**config.mk**
```make
export PLATFORM = sky130hd
export DESIGN_NAME = sport_hs_uart
export DESIGN_NICKNAME = d
export VERILOG_FILES = /design/src/rtl/sport_pkg.sv /design/src/rtl/sport_baud.sv /design/src/rtl/sport_tx.sv /design/src/rtl/sport_rx.sv /design/src/rtl/sport_hs_uart.sv
export SDC_FILE = /design/constraint.sdc
export NUM_CORES = 1
export LEC_CHECK = 0
export ABC_CLOCK_PERIOD_IN_PS = 3370
export BUFFER_PORTS_ARGS = -buffer_cell sky130_fd_sc_hd__buf_4
export CORE_MARGIN = 4
export CORE_UTILIZATION = 45
export DETAILED_ROUTE_END_ITERATION = 7
export GPL_TIMING_DRIVEN = 0
export PLACE_DENSITY = 0.76
export SETUP_SLACK_MARGIN = 0.5
export SLEW_MARGIN = 20
export SYNTH_ARGS = -nofsm -noshare
export SYNTH_HDL_FRONTEND = slang
export SYNTH_SLANG_ARGS = --single-unit
```
**constraint.sdc**
```tcl
create_clock -name clk -period 3.37 [get_ports clk]
set_input_delay 0.1685 -clock clk [delete_from_list [all_inputs] [get_ports clk]]
set_output_delay 0.1685 -clock clk [all_outputs]
set_load 0.01 [all_outputs]
```
**src/rtl/sport_pkg.sv**
```systemverilog
// Shared constants and types for the handshake serial port.
// Assumes a 16-bit I/O bus with word addressing of the register window.
package sport_pkg;

    typedef enum logic [1:0] {
        LN_IDLE,
        LN_START,
        LN_DATA,
        LN_STOP
    } line_state_e;

    // Register offsets inside the four-word window
    localparam logic [1:0] OFS_DATA = 2'd0;
    localparam logic [1:0] OFS_CTRL = 2'd1;
    localparam logic [1:0] OFS_STAT = 2'd2;
    localparam logic [1:0] OFS_DIV  = 2'd3;

    // Control bit positions
    localparam int CB_RXIE     = 4;
    localparam int CB_TXIE     = 5;
    localparam int CB_TWO_STOP = 6;
    localparam int CB_SRST     = 7;

    // Status bit positions
    localparam int SB_READY   = 8;
    localparam int SB_FERR    = 9;
    localparam int SB_TXEMPTY = 12;

endpackage

```
**src/rtl/sport_baud.sv**
```systemverilog
// Baud tick generator: emits a one-cycle tick every DIV clocks (DIV of 0 acts as 1).
// Assumes the divisor may change at any time; the counter then wraps at the new limit.
module sport_baud #(
    parameter int DIV_W = 16
) (
    input  logic             clk,
    input  logic             rst_n,
    input  logic             clr,
    input  logic [DIV_W-1:0] divisor,
    output logic             tick
);
    logic [DIV_W-1:0] cnt_q;
    logic [DIV_W-1:0] limit;

    // Last count value before a tick
    always_comb limit = (divisor == '0) ? '0 : divisor - 1'b1;

    assign tick = (cnt_q >= limit);

    // Free-running divider counter
    always_ff @(posedge clk) begin
        if (!rst_n || clr) cnt_q <= '0;
        else if (tick)     cnt_q <= '0;
        else               cnt_q <= cnt_q + 1'b1;
    end

    // With divisor above 1, ticks are never back to back
    assert_tick_spacing_R2: assert property (@(posedge clk) disable iff (!rst_n)
        tick |=> (!tick || divisor <= 1));

endmodule

```
**src/rtl/sport_tx.sv**
```systemverilog
// Transmit shifter: holds one byte, starts a frame on a baud tick once the
// handshake is good, sends start, data LSB first, then one or two stop bits.
// Assumes tick is a single-cycle pulse at OVS times the bit rate.
module sport_tx #(
    parameter int DATA_W = 8,
    parameter int OVS    = 16
) (
    input  logic              clk,
    input  logic              rst_n,
    input  logic              clr,
    input  logic              tick,
    input  logic              load,
    input  logic [DATA_W-1:0] load_data,
    input  logic              two_stop,
    input  logic              hs_ok,
    output logic              txd,
    output logic              busy
);
    import sport_pkg::*;

    localparam int CNT_W = $clog2(OVS);
    localparam int IDX_W = $clog2(DATA_W);

    line_state_e       st_q;
    logic [CNT_W-1:0]  ovs_q;
    logic [IDX_W-1:0]  idx_q;
    logic [DATA_W-1:0] sh_q;
    logic              stop2_q;
    logic              bit_end;

    assign bit_end = tick && (ovs_q == CNT_W'(OVS - 1));

    // Frame sequencer and shift register
    always_ff @(posedge clk) begin
        if (!rst_n || clr) begin
            st_q    <= LN_IDLE;
            ovs_q   <= '0;
            idx_q   <= '0;
            sh_q    <= '0;
            stop2_q <= 1'b0;
            busy    <= 1'b0;
        end else begin
            if (load && !busy) begin
                sh_q <= load_data;
                busy <= 1'b1;
            end
            if (st_q != LN_IDLE && tick) ovs_q <= ovs_q + 1'b1;
            case (st_q)
                LN_IDLE: if (busy && hs_ok && tick) begin
                    st_q  <= LN_START;
                    ovs_q <= '0;
                end
                LN_START: if (bit_end) begin
                    st_q  <= LN_DATA;
                    idx_q <= '0;
                end
                LN_DATA: if (bit_end) begin
                    sh_q  <= sh_q >> 1;
                    idx_q <= idx_q + 1'b1;
                    if (idx_q == IDX_W'(DATA_W - 1)) begin
                        st_q    <= LN_STOP;
                        stop2_q <= two_stop;
                    end
                end
                default: if (bit_end) begin
                    if (stop2_q) stop2_q <= 1'b0;
                    else begin
                        st_q <= LN_IDLE;
                        busy <= 1'b0;
                    end
                end
            endcase
        end
    end

    // Line level from the current frame position
    always_comb begin
        case (st_q)
            LN_START: txd = 1'b0;
            LN_DATA:  txd = sh_q[0];
            default:  txd = 1'b1;
        endcase
    end

    assert_start_needs_handshake_R5: assert property (@(posedge clk) disable iff (!rst_n)
        ($fell(txd) && st_q == LN_START) |-> $past(hs_ok));

    assert_busy_write_ignored_R4: assert property (@(posedge clk) disable iff (!rst_n)
        (load && busy && st_q == LN_IDLE && !clr) |=> $stable(sh_q));

endmodule

```
**src/rtl/sport_rx.sv**
```systemverilog
// Receive shifter: waits for a falling edge, samples each bit at the middle
// of its OVS ticks, and pulses done mid-way through the stop bit.
// Assumes rxd is asynchronous; it is synchronised here with two flops.
module sport_rx #(
    parameter int DATA_W = 8,
    parameter int OVS    = 16
) (
    input  logic              clk,
    input  logic              rst_n,
    input  logic              clr,
    input  logic              tick,
    input  logic              rxd,
    output logic              done,
    output logic [DATA_W-1:0] data,
    output logic              stop_bad
);
    import sport_pkg::*;

    localparam int CNT_W = $clog2(OVS);
    localparam int IDX_W = $clog2(DATA_W);

    line_state_e       st_q;
    logic [2:0]        sync_q;
    logic [CNT_W-1:0]  ovs_q;
    logic [IDX_W-1:0]  idx_q;
    logic              mid;
    logic              bit_end;
    logic              rx_s;

    assign rx_s    = sync_q[1];
    assign mid     = tick && (ovs_q == CNT_W'(OVS / 2 - 1));
    assign bit_end = tick && (ovs_q == CNT_W'(OVS - 1));

    // Input synchroniser plus edge history
    always_ff @(posedge clk) begin
        if (!rst_n) sync_q <= '1;
        else        sync_q <= {sync_q[1:0], rxd};
    end

    // Receive sequencer
    always_ff @(posedge clk) begin
        if (!rst_n || clr) begin
            st_q     <= LN_IDLE;
            ovs_q    <= '0;
            idx_q    <= '0;
            data     <= '0;
            done     <= 1'b0;
            stop_bad <= 1'b0;
        end else begin
            done <= 1'b0;
            if (st_q != LN_IDLE && tick) ovs_q <= ovs_q + 1'b1;
            case (st_q)
                LN_IDLE: if (sync_q[2] && !rx_s) begin
                    st_q  <= LN_START;
                    ovs_q <= '0;
                end
                LN_START: begin
                    if (mid && rx_s) st_q <= LN_IDLE;
                    else if (bit_end) begin
                        st_q  <= LN_DATA;
                        idx_q <= '0;
                    end
                end
                LN_DATA: begin
                    if (mid) data <= {rx_s, data[DATA_W-1:1]};
                    if (bit_end) begin
                        idx_q <= idx_q + 1'b1;
                        if (idx_q == IDX_W'(DATA_W - 1)) st_q <= LN_STOP;
                    end
                end
                default: if (mid) begin
                    done     <= 1'b1;
                    stop_bad <= !rx_s;
                    st_q     <= LN_IDLE;
                end
            endcase
        end
    end

    assert_done_single_R6: assert property (@(posedge clk) disable iff (!rst_n)
        done |=> !done);

endmodule

```
**src/rtl/sport_hs_uart.sv**
```systemverilog
// Top of the handshake serial port: bus register decode, handshake I/O lines,
// status flags and the combined interrupt.
// Assumes single-cycle bus strobes; read data is combinational in the strobe cycle.
module sport_hs_uart #(
    parameter logic [15:0] ADDR_BASE = 16'hFFF4,
    parameter int          DIV_W     = 16,
    parameter int          N_IO      = 4,
    parameter int          DATA_W    = 8,
    parameter int          OVS       = 16,
    parameter int          DIV_RESET = 1
) (
    input  logic            clk,
    input  logic            rst_n,
    input  logic [15:0]     bus_addr,
    input  logic [15:0]     bus_wdata,
    input  logic            bus_wr,
    input  logic            bus_rd,
    output logic [15:0]     bus_rdata,
    input  logic            rxd,
    output logic            txd,
    output logic            irq,
    input  logic [N_IO-1:0] gpio_in,
    output logic [N_IO-1:0] gpio_out,
    output logic [N_IO-1:0] gpio_oe
);
    import sport_pkg::*;

    logic [7:0]        ctrl_q;
    logic [DIV_W-1:0]  div_q;
    logic [N_IO-1:0]   gpo_q;
    logic [N_IO-1:0]   lines;
    logic [DATA_W-1:0] rx_byte;
    logic              rdy_q, ferr_q;
    logic              sel, wr_data, wr_ctrl, wr_stat, wr_div, rd_data;
    logic              tick, tx_busy, rx_done, rx_bad, soft_rst, hs_ok;

    assign sel      = (bus_addr[15:2] == ADDR_BASE[15:2]);
    assign wr_data  = bus_wr && sel && bus_addr[1:0] == OFS_DATA;
    assign wr_ctrl  = bus_wr && sel && bus_addr[1:0] == OFS_CTRL;
    assign wr_stat  = bus_wr && sel && bus_addr[1:0] == OFS_STAT;
    assign wr_div   = bus_wr && sel && bus_addr[1:0] == OFS_DIV;
    assign rd_data  = bus_rd && sel && bus_addr[1:0] == OFS_DATA;
    assign soft_rst = ctrl_q[CB_SRST];
    assign gpio_oe  = ctrl_q[N_IO-1:0];
    assign gpio_out = gpo_q;
    assign hs_ok    = lines[0] && lines[2];

    // Per-line level seen by software: driven value or external input
    for (genvar g = 0; g < N_IO; g++) begin : g_line
        assign lines[g] = gpio_oe[g] ? gpo_q[g] : gpio_in[g];
    end

    // Control, divisor and output-value registers
    always_ff @(posedge clk) begin
        if (!rst_n) begin
            ctrl_q <= '0;
            div_q  <= DIV_W'(DIV_RESET);
            gpo_q  <= '0;
        end else begin
            if (wr_ctrl) ctrl_q <= bus_wdata[7:0];
            if (wr_div)  div_q  <= bus_wdata[DIV_W-1:0];
            if (wr_stat) gpo_q  <= bus_wdata[N_IO-1:0];
        end
    end

    // Receive flags: set on a new byte, ready cleared by a data read
    always_ff @(posedge clk) begin
        if (!rst_n || soft_rst) begin
            rdy_q  <= 1'b0;
            ferr_q <= 1'b0;
        end else if (rx_done) begin
            rdy_q  <= 1'b1;
            ferr_q <= rx_bad;
        end else if (rd_data) begin
            rdy_q  <= 1'b0;
        end
    end

    // Read multiplexer
    always_comb begin
        bus_rdata = '0;
        if (bus_rd && sel) begin
            case (bus_addr[1:0])
                OFS_DATA: bus_rdata[DATA_W-1:0] = rx_byte;
                OFS_CTRL: bus_rdata[7:0]        = ctrl_q;
                OFS_STAT: begin
                    bus_rdata[N_IO-1:0]  = lines;
                    bus_rdata[SB_READY]  = rdy_q;
                    bus_rdata[SB_FERR]   = ferr_q;
                    bus_rdata[SB_TXEMPTY] = !tx_busy;
                end
                default:  bus_rdata[DIV_W-1:0]  = div_q;
            endcase
        end
    end

    assign irq = (rdy_q && ctrl_q[CB_RXIE]) || (!tx_busy && ctrl_q[CB_TXIE]);

    sport_baud #(.DIV_W(DIV_W)) u_baud (
        .clk(clk), .rst_n(rst_n), .clr(soft_rst), .divisor(div_q), .tick(tick)
    );

    sport_tx #(.DATA_W(DATA_W), .OVS(OVS)) u_tx (
        .clk(clk), .rst_n(rst_n), .clr(soft_rst), .tick(tick),
        .load(wr_data), .load_data(bus_wdata[DATA_W-1:0]),
        .two_stop(ctrl_q[CB_TWO_STOP]), .hs_ok(hs_ok),
        .txd(txd), .busy(tx_busy)
    );

    sport_rx #(.DATA_W(DATA_W), .OVS(OVS)) u_rx (
        .clk(clk), .rst_n(rst_n), .clr(soft_rst), .tick(tick), .rxd(rxd),
        .done(rx_done), .data(rx_byte), .stop_bad(rx_bad)
    );

    assert_read_clears_ready_R6: assert property (@(posedge clk) disable iff (!rst_n)
        (rd_data && !rx_done) |=> !rdy_q);

    assert_soft_reset_quiet_R10: assert property (@(posedge clk) disable iff (!rst_n)
        soft_rst |=> (txd && !rdy_q && !ferr_q));

    assert_write_clears_empty_R4: assert property (@(posedge clk) disable iff (!rst_n)
        (wr_data && !soft_rst) |=> tx_busy);

endmodule

```
[Yosys cells after proc, flatten, opt, wreduce, memory -nomap -nowiden]
Index checks and enable logic that the tools add are counted.
Operators by class
  divide/modulo/power cells: 0
  equality and inequality tests: 24
  reduce and logical (&&, ||, !) cells: 50
  add/sub/neg operators: 6
  order comparisons: 1
  bitwise operators: 2
  $mul: 0
  shifts and indexed selects: 0
  mux-type cells: 54
Operators with widths (number)
  $mux 16: 2
  $mux 2: 13
  $mux 4: 6
  $mux 8: 3
  $pmux 4 s3: 2
  $logic_and 1x1->1: 20
  $mux 3: 6
  $add 16x1->16 const B: 1
  $ge 16x16->1: 1
  $logic_not 16->1: 1
  $ne 2x1->1 const B: 8
  $sub 16x1->16 const B: 1
  $eq 14x14->1 const B: 1
  $mux 1: 14
  $pmux 2 s3: 2
  $pmux 3 s2: 2
  $reduce_bool 2->1: 6
  $reduce_or 3->1: 3
  $add 4x1->4 const B: 2
  $eq 2x2->1 const B: 4
  $eq 4x4->1 const B: 2
  $add 3x1->3 const B: 2
  $eq 2x1->1 const B: 3
  $eq 3x3->1 const B: 2
  other kinds (18): 30
Word-level totals
  memories kept: 0
  word-level logic and storage cells: 156
  flip-flop bits (word level): 87
  bits in latches: 0
  bits in writable memories: 0
  output and inout bits: 26
  ROM bits: 0

[Logic depth before layout (Yosys ltp)]
Gate-level depths: netlist of the first run.
  word-level depth: 8
  gate-level depth with buffers: 17
  gate-level depth less buffers: 14

[Hierarchy]
From an unflattened synthesis of the first run, not the netlist that was laid out.
Unflattened totals
  cell total of the unflattened synthesis: 592
  area total of the unflattened synthesis: 5056.1 um^2
Modules (own cells, without submodules)
  sport_hs_uart: cells an instance 210, area an instance 1642.8 um^2, instances 1
  sport_baud: cells an instance 177, area an instance 1483.9 um^2, instances 1
  sport_rx: cells an instance 101, area an instance 970.9 um^2, instances 1
  sport_tx: cells an instance 104, area an instance 958.4 um^2, instances 1

[Worst setup path after synthesis of the first run]
No wires, ideal clock.
  path type: register to register
  from: reg div_q[2]
  to: reg u_rx.ovs_q[3]
  setup time: 0.070 ns
  arrival time: 3.673 ns
  slack: -0.373 ns
  stages on the path, launching flop included: 16
  cell sequence: dfxtp_1 -> nor4_1 -> nand2_1 -> or4_1 -> nor4_1 -> xor2_1 -> nand2_1 -> ha_1 -> nand4_2 -> nor3_2 -> or4b_1 -> buf_2 -> and3_4 -> buf_6 -> or4_1 -> a21oi_1
Between the ends
  word-level cells in the longest chain between the ends: 7
Ends and longest elaborated chain
  start: declaration: RTL line sport_hs_uart.sv:29  | logic [DIV_W-1:0] div_q;
  start signal: assignment: RTL line sport_hs_uart.sv:57  | div_q <= DIV_W'(DIV_RESET);
  start signal: assignment: RTL line sport_hs_uart.sv:61  | if (wr_div) div_q <= bus_wdata[DIV_W-1:0];
  $sub 16x1->16 or $logic_not 16->1 (tied branches): RTL line sport_baud.sv:16  | always_comb limit = (divisor == '0) ? '0 : divisor - 1'b1;
  $mux 16 (*): RTL line sport_baud.sv:16
  $ge 16x16->1 (*): RTL line sport_baud.sv:18  | assign tick = (cnt_q >= limit);
  $logic_and 1x1->1 (*): RTL line sport_rx.sv:51  | if (st_q != LN_IDLE && tick) ovs_q <= ovs_q + 1'b1;
  $mux 4 (*): RTL line sport_rx.sv:51
  $mux 4: RTL line sport_rx.sv:53  | LN_IDLE: if (sync_q[2] && !rx_s) begin
  $mux 4 (*): RTL line sport_rx.sv:52  | case (st_q)
  end signal: assignment: RTL line sport_rx.sv:51
  end: declaration: RTL line sport_rx.sv:24  | logic [CNT_W-1:0] ovs_q;
Every way passes the cells marked *; elsewhere a longest branch is shown, timed or not.
A chain may end at the register's enable or synchronous reset.

[Worst setup path after layout of the first run]
  from: reg div_q[5]
  to: reg u_rx.ovs_q[3]
Same word-level chain as after synthesis.

==> results.toml, run 1 <==
[setup_path]
cp_top_family = "simple AND/OR/NAND/NOR gates"
path_cells = "nor4_4 > nand2_1 > buf_4 > buf_6 > buf_6 > buf_6 > buf_6 > nor3_4 > xor2_1 > nand2_1 > ha_1 > nand2_2 > nor3_4 > or4b_4 > buf_6 > and3_4 > buf_6 > or4_4 > a21oi_2"
cp_max_fo = 5
startpoint_type = "flip-flop"
critPathKind = "flip-flop to flip-flop"
required_ns = 3.66
crit_path_frequent_cell = "buf_6"
critPathArrivalTime_ns = 4.21
end_kind = "flip-flop"
slowest_delay_ns = 0.49
critPathBufInv = 7
critPathSlowestCell = "or4b_4"

[route]
viasPerCell = 5.67
wl_per_cell_um = 16.8
drt_iter0_drc = 270
vias = 4910
dr.pass1.iters = 7
drc = 0
ant_nets = 0
wl_um = 14500

[outcome]
violations = "negative setup slack"
status = "complete, but fails checks"

[floorplan]
die_h_um = 113
num_io_pins = 67
dieWidth_um = 113
std_cell_rows = 38
core-area_um2 = 10800
initial_core_util_pct = 45.8
die_area_um2 = 12800

[placed_design]
dp_hpwl_um = 10100
portBuffers = 64
globalplace.congestion = 0.928
place_area_um2 = 5710

[logic_synthesis]
yosys-top-cells-area = "dfxtp_1 35%, ha_1 8.3%, nand2_1 7.3%"
synth_flop_cell = "dfxtp_1"
ys_ff_latch = 87
synthTopCellsByCount = "97 x nand2_1, 87 x dfxtp_1, 52 x nor2_1, 33 x ha_1, 28 x nand3_1"
synth_top_area_share_pct = 35.1
synth_fp_nets = 685
synth_cell_types = 54
synth_area_um2 = 4970
avgSynthCellArea_um2 = 8.13
synthCells = 611
async_flop_share_pct = 0
synth_most_common_cell = "nand2_1"
synth_edf_count = 0
synth_top_cell_by_area = "dfxtp_1"
yosysWarnings = 0
yosysSeqAreaShare_pct = 35.1

[global_routing]
grt_max_degree = 17
grt_pass1_wl_um = 22500
grt_antenna_before_repair = 0
grt_pass1_vias = 4719
grt.total_usage_pct = 21.4
grt-ovfl-total = 0

[pwr]
power_w = 0.00182
irDropWorstVdd_uv = 223
power.density_nw_per_um2 = 279
p_leak_nw = 2.62

[sta]
tns_ns = -19.69
tightest_slew_ns = 0.906
max_slew_margin_pct = 39.1
setup_ws_ns = -0.550
holdWs_ns = 0.0127
fin_crit_sh_pct = 116
rsz0062_at_grt = "true"
slew_violations = 0
fin_skew_ns = 0.0105
final_hold_viol_count = 0
timing.fmax_mhz = 255
period_needed_ns = 3.92
finalSetupViolations = 54

[clock_network]
cts_buffers = 9
clockBufferDepth = 2
clock-root-buffer = "clkbuf_8"
cts_sinks = 87
cts_tree = "done"
htree_levels = 3
clk_pin_slew_ns = 0.09
clkLatencyLatePin_ns = 0.37

[flow_run]
max_cap_viol_count = 0

[finish]
stdcell_area_um2 = 6540
nNetsFinal = 795
n_antenna_cell = 0
post-route-util_pct = 60.3
area_growth_pct = 31.7
drive_gt1_share_pct = 25.5

[hold_path]
hold_path_class = "primary input to flip-flop"
path summary, 6_finish.rpt:
check                  from              to  slack (ns)  cells after the start
max                div_q[5]   u_rx.ovs_q[3]       -0.55                     19
min                   rst_n  u_rx.sync_q[0]        0.01                      2
max reg2reg        div_q[5]   u_rx.ovs_q[3]       -0.55                     19
min reg2reg  u_rx.sync_q[0]  u_rx.sync_q[1]        0.45                      1
state kept, by name (all words and copies together) (netlist names), 4 cells and up:
name / cells
u_baud.cnt_q: 16
u_tx.sh_q: 8
ctrl_q: 8
gpio_out: 4
div_q: 16
u_rx.data: 8
u_tx.ovs_q: 4
u_rx.ovs_q: 4
kinds of logic after synthesis:
family	after synthesis	share of synthesized area, %
xor gates and xnor gates	29	5.11
AOI/OAI and AO/OA	108	13.9
muxes	29	6.15
adders and majority gates	33	8.31
buffers and inverters	50	4.33
DFF	87	35.1
and+or+nand+nor	275	27.2
final cells by class:
class / instances / area [um^2]
fill: 905 / 4300
clock buffer: 9 / 124
clock inverter: 7 / 55.1
timing repair buffer: 98 / 798
tap: 140 / 175
sequential: 87 / 1750
inverter: 16 / 60.1
multi-input combinational: 475 / 3370
buffer: 34 / 203
cells in the final DEF, fill, tap and decap left out, types with 3 or more instances in the layout:
master / synthesis / final
nand2_1: 97 / 95
buf_4: 4 / 89
dfxtp_1: 87 / 84
nor2_1: 52 / 49
ha_1: 33 / 30
mux2i_1: 26 / 26
a21oi_1: 25 / 22
clkbuf_1: 25 / 22
nand3_1: 28 / 21
a21boi_0: 19 / 19
nand4_1: 17 / 17
xor2_1: 17 / 17
inv_1: 16 / 14
buf_6: 1 / 13
nor2b_1: 12 / 12
xnor2_1: 12 / 12
o21ai_0: 25 / 12
nand2b_1: 10 / 10
clkbuf_8: 0 / 10
nor3_1: 14 / 9
o21ai_1: 0 / 9
and3_1: 9 / 8
o22ai_1: 8 / 7
or3_1: 6 / 6
nand3b_1: 6 / 6
nand3_2: 0 / 6
o31ai_1: 7 / 6
o21ai_2: 0 / 4
and2_1: 4 / 4
nand4b_1: 3 / 3
a31oi_1: 5 / 3
o21a_1: 3 / 3
nor3_4: 0 / 3
nor3_2: 1 / 3
power by group:
part | internal, W | switching, W | total [W]
sequential | 0.00103 | 0.00000132 | 0.00103
clock | 0.000274 | 0.000408 | 0.000682
combinational | 0.0000499 | 0.0000611 | 0.000111
total | 0.00135 | 0.000471 | 0.00182
what timing repair did:
| item | CTS | global route |
|---|---|---|
| endpoints found under the setup margin | 54 | 54 |
| hold buffers | 1 | 0 |
| gates resized for setup | 62 | 36 |
| buffers inserted | 16 | 14 |
| cloned | 3 | 1 |
| hold endpoints to repair | 1 | 0 |
| pin swaps | 25 | 19 |
worst reg2reg max path, cell delays in order (launching register included):
cell     delay, ns
dfxtp_4       0.36
nor4_4        0.30
nand2_1       0.13
buf_4         0.16
buf_6         0.10
buf_6         0.10
buf_6         0.10
buf_6         0.11
nor3_4        0.13
xor2_1        0.19
nand2_1       0.10
ha_1          0.29
nand2_2       0.06
nor3_4        0.20
or4b_4        0.49
buf_6         0.14
and3_4        0.19
buf_6         0.14
or4_4         0.42
a21oi_2       0.14
through the flow:
step                      setup slack [ns]  std cells
after floorplan                     -0.196        611
after global placement              -0.671        815
after detailed placement            -0.760        815
after CTS                           -0.499        851
after global routing                -0.714        866
final                               -0.550        866
routing by layer:
layer,wire length [um],track usage (%),vias up
met1,6100,26.6,2342
met5,0,0,-
met4,279,6.97,0
li1,-,-,2368
met2,7340,37.8,171
met3,789,3.48,29
No activity file was read; power rests on OpenSTA's default activity.
==> inputs of run 2 (changes only) <==
--- a/config.mk
+++ b/config.mk
@@ -7,11 +7,13 @@
 export LEC_CHECK = 0
 export ABC_CLOCK_PERIOD_IN_PS = 3370
 export BUFFER_PORTS_ARGS = -buffer_cell sky130_fd_sc_hd__buf_4
+export CELL_PAD_IN_SITES_DETAIL_PLACEMENT = 1
+export CELL_PAD_IN_SITES_GLOBAL_PLACEMENT = 1
 export CORE_MARGIN = 4
-export CORE_UTILIZATION = 45
+export CORE_UTILIZATION = 39
 export DETAILED_ROUTE_END_ITERATION = 7
 export GPL_TIMING_DRIVEN = 0
-export PLACE_DENSITY = 0.76
+export PLACE_DENSITY = 0.85
 export SETUP_SLACK_MARGIN = 0.5
 export SLEW_MARGIN = 20
 export SYNTH_ARGS = -nofsm -noshare
==> run 2 against run 1 <==
The run still ends with negative setup slack left. Sequential share of layout area shrank 0.53 points. Routed wire length grew 24%. Cell area grew 1.9%. First-iteration DRC count grew 21%. Flip-flop and latch count is the same. Clock power grew 57%. Combinational power grew 5%. Clock skew grew 0.0031 ns. Non-clock buffer count shrank 7. Largest cell class unchanged. Clock-buffer cell count grew 1. Global-route usage grew 2.8 points. Via count grew 1.3%.
==> results.toml, run 2 (same netlist as run 1, synthesis figures left out) <==
[floorplan]
std_cell_rows = 40
die_area_um2 = 14600
num_io_pins = 67
dieWidth_um = 121
initial_core_util_pct = 40.5
core-area_um2 = 12300
die_h_um = 121

[finish]
n_antenna_cell = 0
reg_top3 = "div_q: 16 flops, u_baud.cnt_q: 16 flops"
instances_no_fill = 887
nNetsFinal = 788
layout_commonest_cell = "nand2_1"
final_cell_mix = "96 x nand2_1, 89 x buf_4, 84 x dfxtp_1"
seqCellArea_um2 = 1750
multi_input_area_um2 = 3410
n_fill_cell = 1449
drive_gt1_share_pct = 25.6
area_growth_pct = 34.1

[placed_design]
globalplace.congestion = 0.888
numPlacedInstances = 843
dp_hpwl_um = 12000
post-place-ws_ns = -1.12
portBuffers = 64

[setup_path]
startpoint_type = "flip-flop"
required_ns = 3.65
reg2reg_from = "div_q[4]"
crit_start = "div_q[4]"
critPathArrivalTime_ns = 4.24
cp_max_fo = 8
critPathKind = "flip-flop to flip-flop"
end_kind = "flip-flop"
reg2reg_depth = 15

[outcome]
violations = "negative setup slack"
status = "complete, but fails checks"

[hold_path]
hold_depth = 2
hp-start = "rst_n"
hold_path_class = "primary input to flip-flop"

[clock_network]
clk_pin_slew_ns = 0.07
htree_levels = 3
clockBufferDepth = 2
cts_buffers = 9
clock-root-buffer = "clkbuf_16"
cts_sinks = 87
cts_tree = "done"
clkLatencyLatePin_ns = 0.36

[global_routing]
grt_antenna_before_repair = 0
grt_max_degree = 17
grt.total_usage_pct = 24.2
grt-ovfl-total = 0
grt_pass1_vias = 5394
grt_pass1_wl_um = 28100

[route]
vias = 4973
met1_length_um = 7500
wl_um = 18100
maxUsedRoutingLayer = "met4"
wl_met3_um = 498
wl_met2_um = 9750
wl_per_cell_um = 20.4
viasPerCell = 5.61
dr.pass1.iters = 4
drc = 0
ant_nets = 0
drt_iter0_drc = 326

[sta]
holdWs_ns = 0.0369
rsz0062_at_grt = "true"
timing.fmax_mhz = 253
period_needed_ns = 3.96
max_slew_margin_pct = 30.0
tightest_slew_ns = 1.04
fin_crit_sh_pct = 117
finalSetupViolations = 54
final_hold_viol_count = 0
fin_skew_ns = 0.0136
slew_violations = 0
tns_ns = -25.49
setup_ws_ns = -0.587

[pwr]
p_leak_nw = 2.65
irDropWorstVdd_uv = 307
power.density_nw_per_um2 = 332

[flow_run]
max_cap_viol_count = 0
[run 2: cell count changes in the layout (fill, tap and decap cells not counted), moves of 3 or more]
cell,previous run,this run
clkbuf_16,0,9
buf_6,13,6
o31ai_1,6,2
o31ai_2,1,5
nand3_2,6,9
clkbuf_8,10,3
[run 2: path summary, 6_finish.rpt]
path / slack [ns] / endpoint
min reg2reg: 0.45 / u_rx.sync_q[1]
max reg2reg: -0.59 / u_rx.ovs_q[3]
min: 0.04 / u_rx.sync_q[0]
max: -0.59 / u_rx.ovs_q[3]
[run 2: power breakdown]
group	internal (W)	switching, W
clock	0.000607	0.000460
sequential	0.00103	0.00000150
combinational	0.0000502	0.0000655
total	0.00169	0.000527
[run 2: final cells by class]
class | instances | area share, %
buffer | 34 | 3.00
clock buffer | 10 | 3.59
clock inverter | 6 | 1.15
inverter | 16 | 0.901
multi-input combinational | 475 | 51.2
sequential | 87 | 26.2
tap | 168 | 3.15
timing repair buffer | 91 | 10.7
[run 2: worst max-delay path, cell delays in order, from the launching register on]
cell	delay, ns
dfxtp_1	0.39
nor4_4	0.29
nand2_1	0.12
or4_4	0.48
nor4_4	0.18
xor2_1	0.18
nand2_1	0.13
ha_4	0.29
nand4_4	0.10
nor3_4	0.22
or4b_4	0.49
buf_6	0.15
and3_4	0.18
buf_8	0.13
or4_1	0.41
a21oi_1	0.13
[run 2: per-layer routing]
metal,up-vias,GRT usage (%)
li1,2359,-
met1,2493,28.5
met2,97,45.0
met3,24,3.87
met4,0,7.22
met5,-,0
[run 2: what timing repair did]
item                                    in CTS  in global routing
endpoints found under the hold margin        1                  0
hold buffers                                 1                  0
gates cloned                                 1                  1
gates resized for setup                     58                 34
endpoints found under the setup margin      54                 54
pin swaps                                   15                 23
setup buffers                               14                 11
[run 2: metrics by stage]
| stage | total power [W] | utilization (%) | area [um^2] |
|---|---|---|---|
| 3_5_place_dp | 0.00116 | 46.9 | 5750 |
| 3_3_place_gp | 0.00116 | 46.9 | 5750 |
| 4_1_cts | 0.00222 | 52.5 | 6440 |
| 2_1_floorplan | 0.00110 | - | 5050 |
| 5_1_grt | 0.00228 | 54.3 | 6660 |
| 6_report | 0.00221 | 54.3 | 6660 |
==> inputs of run 3 (changes only) <==
--- a/config.mk
+++ b/config.mk
@@ -5,15 +5,16 @@
 export SDC_FILE = /design/constraint.sdc
 export NUM_CORES = 1
 export LEC_CHECK = 0
+export ABC_AREA = 1
 export ABC_CLOCK_PERIOD_IN_PS = 3370
 export BUFFER_PORTS_ARGS = -buffer_cell sky130_fd_sc_hd__buf_4
 export CELL_PAD_IN_SITES_DETAIL_PLACEMENT = 1
 export CELL_PAD_IN_SITES_GLOBAL_PLACEMENT = 1
 export CORE_MARGIN = 4
-export CORE_UTILIZATION = 39
+export CORE_UTILIZATION = 38
 export DETAILED_ROUTE_END_ITERATION = 7
 export GPL_TIMING_DRIVEN = 0
-export PLACE_DENSITY = 0.85
+export PLACE_DENSITY = 0.86
 export SETUP_SLACK_MARGIN = 0.5
 export SLEW_MARGIN = 20
 export SYNTH_ARGS = -nofsm -noshare
==> run 3 against run 2 <==
The flow now finishes without violations. Combinational power rose to 5.1 times the previous value. Flip-flop and latch count did not move. Maximum frequency rose by 26%. Cell count rose by 11%. Critical path type unchanged. Critical endpoint is now u_rx.data[4]. Largest cell class unchanged.
==> results.toml, run 3 <==
[logic_synthesis]
synth_flop_cell = "dfxtp_1"
synth_edf_count = 0
synth_fp_nets = 769
yosysSeqAreaShare_pct = 34.8
synthCells = 695
yosysWarnings = 0
avgSynthCellArea_um2 = 7.20
synth_cell_types = 48
async_flop_share_pct = 0
synthTopCellsByCount = "121 x nand2_1, 92 x inv_1, 87 x dfxtp_1, 81 x a21oi_1, 59 x nor2_1"
synth_top_area_share_pct = 34.8
yosys-top-cells-area = "dfxtp_1 35%, nand2_1 9.1%, ha_1 8.3%"
ys_ff_latch = 87
synth_area_um2 = 5000
synth_most_common_cell = "nand2_1"
synth_top_cell_by_area = "dfxtp_1"

[sta]
max_slew_margin_pct = 54.4
timing.fmax_mhz = 317
fin_crit_sh_pct = 93.5
setup_ws_ns = 0.218
fin_skew_ns = 0.0133
tightest_slew_ns = 0.684
rsz0062_at_grt = "true"
period_needed_ns = 3.15
final_hold_viol_count = 0
tns_ns = 0
slew_violations = 0
finalSetupViolations = 0

[finish]
n_fill_cell = 1539
n_antenna_cell = 0
seqCellArea_um2 = 1750
drive_gt1_share_pct = 34.9
reg_top3 = "div_q: 16 flops, u_baud.cnt_q: 16 flops"
final_cell_mix = "97 x buf_4, 96 x nand2_1, 86 x inv_1"
area_growth_pct = 42.1
layout_commonest_cell = "buf_4"
stdcell_area_um2 = 7110
multi_input_area_um2 = 3440
nNetsFinal = 886

[hold_path]
hold_depth = 3
hold_path_class = "primary input to flip-flop"
hp-start = "bus_wdata[0]"
whs_endpoint = "div_q[0]"

[setup_path]
end_kind = "flip-flop"
reg2reg_from = "div_q[1]"
reg2reg_depth = 19
critPathKind = "flip-flop to flip-flop"
startpoint_type = "flip-flop"
cp_max_fo = 7
rrSetupSlack_ns = 0.22
critPathArrivalTime_ns = 3.43
r2r_end = "u_rx.data[4]"
required_ns = 3.65

[global_routing]
grt_antenna_before_repair = 0
grt_pass1_vias = 5549
grt.total_usage_pct = 23.3
grt-ovfl-total = 0
grt_pass1_wl_um = 27400
grt_max_degree = 17

[pwr]
power_w = 0.00279
clockPowerShare_pct = 40.3
p_int_w = 0.00194
power.density_nw_per_um2 = 392
p_switching_w = 0.000849
irDropWorstVdd_uv = 478
sw_frac_of_total_pct = 30.4
pwr-share-seq_pct = 38.5
p_comb_share_pct = 21.2
p_leak_nw = 2.97

[placed_design]
dp_hpwl_um = 12400
globalplace.congestion = 0.923
portBuffers = 65
post-place-ws_ns = 0.158
place_area_um2 = 5710

[route]
met1_length_um = 7790
wl_per_cell_um = 20.6
vias = 5388
drc = 0
viasPerCell = 5.45
drt_iter0_drc = 302
wl_um = 20400
ant_nets = 0
maxUsedRoutingLayer = "met4"
wl_met2_um = 11100
dr.pass1.iters = 4
wl_met3_um = 669

[clock_network]
clock-root-buffer = "clkbuf_16"
cts_sinks = 87
clk_pin_slew_ns = 0.07
cts_tree = "done"
htree_levels = 3
clkLatencyLatePin_ns = 0.36
cts_buffers = 9
clockBufferDepth = 2

[floorplan]
core-area_um2 = 12800
dieWidth_um = 123
initial_core_util_pct = 39.2
die_area_um2 = 15100
std_cell_rows = 41
die_h_um = 123
num_io_pins = 67

[outcome]
status = "finished clean"

[flow_run]
max_cap_viol_count = 0
## run 3: changes by cell type in the layout (fill, tap and decap cells not counted), sizes merged, moves of 10 or more
cell,previous run,this run
xnor2,12,1
clkbuf,35,18
nand2b,10,0
a21boi,19,0
inv,18,100
nor2b,12,0
nor2,52,64
and3,10,0
o21ai,25,55
nor3,15,25
a21oi,25,82
buf,99,116
nand2,97,129
mux2i,26,8
## run 3: worst max-delay path by stage
stage | from | to | slack [ns] | cells after the start
5_1_grt | div_q[1] | u_rx.st_q[0] | 0.05 | 20
3_5_place_dp | div_q[0] | u_baud.cnt_q[10] | 0.16 | 14
6_report | div_q[1] | u_rx.data[4] | 0.22 | 19
3_3_place_gp | div_q[0] | u_rx.data[7] | 0.24 | 19
4_1_cts | div_q[2] | u_tx.idx_q[2] | 0.35 | 19
2_1_floorplan | div_q[2] | u_rx.data[0] | 0.70 | 19
## run 3: worst max-delay path, stage by stage (launching register included)
cell and delay (ns):
dfxtp_4 0.36, inv_4 0.09, ha_1 0.22, nand2_2 0.12
nor2_4 0.14, nand2_1 0.12, nor3_2 0.20, or2_2 0.15
nand3_1 0.07, ha_1 0.33, nand2_4 0.09, nor3_4 0.24
nand2_2 0.13, nand2_8 0.15, nand2_8 0.09, buf_4 0.16
buf_6 0.11, inv_4 0.08, nand3_2 0.06, a21oi_1 0.15
## run 3: area by class of cell
| class | instances | share of cell area [%] |
|---|---|---|
| multi-input cells | 490 | 48.3 |
| clock buffers | 9 | 3.17 |
| inverters | 97 | 5.51 |
| plain buffers | 22 | 2.01 |
| flip-flops and latches | 87 | 24.6 |
| repair inverters | 1 | 0.0880 |
| well taps | 172 | 3.03 |
| clock inverters | 7 | 1.43 |
| repair buffers | 104 | 11.8 |
## run 3: power groups by stage
stage / sequential (W) / clock, W / combinational, W
after global routing: 0.00108 / 0.00118 / 0.000645
after global placement: 0.00109 / 0 / 0.000346
final: 0.00107 / 0.00112 / 0.000590
after detailed placement: 0.00109 / 0 / 0.000369
after floorplan: 0.00109 / 0 / 0.000252
after CTS: 0.00107 / 0.00113 / 0.000426
## run 3: cells by family (layout without fill, tap and decap cells)
family | after synthesis | after routing | share of synthesized area (%)
compound gates | 154 | 154 | 16.4
mux | 8 | 8 | 1.60
flops | 87 | 87 | 34.8
simple gates | 280 | 281 | 26.7
buf+inv | 119 | 240 | 9.78
xor+xnor | 14 | 14 | 2.45
fa+ha+maj | 33 | 33 | 8.25
## run 3: timing repair
| action | in CTS | in global routing |
|---|---|---|
| gates resized for setup | 53 | 125 |
| hold buffers | 1 | 0 |
| gates cloned | 3 | 2 |
| pin swaps | 21 | 45 |
| endpoints found under the hold margin | 1 | 0 |
| buffers inserted | 16 | 19 |
| setup endpoints to repair | 54 | 54 |
## run 3: layer usage
layer | global-route usage, % | vias up
li1 | - | 2531
met1 | 26.5 | 2646
met2 | 43.3 | 141
met3 | 4.61 | 70
met4 | 7.42 | 0
met5 | 0 | -
## run 3: through the flow
step                      hold WS [ns]  instances  utilization (%)
after floorplan                  0.275        695                -
after global placement           0.356        932             44.7
after detailed placement         0.360        932             44.7
after CTS                       0.0961        968             49.8
after global routing             0.115        989             55.7
final                           0.0978        989             55.7
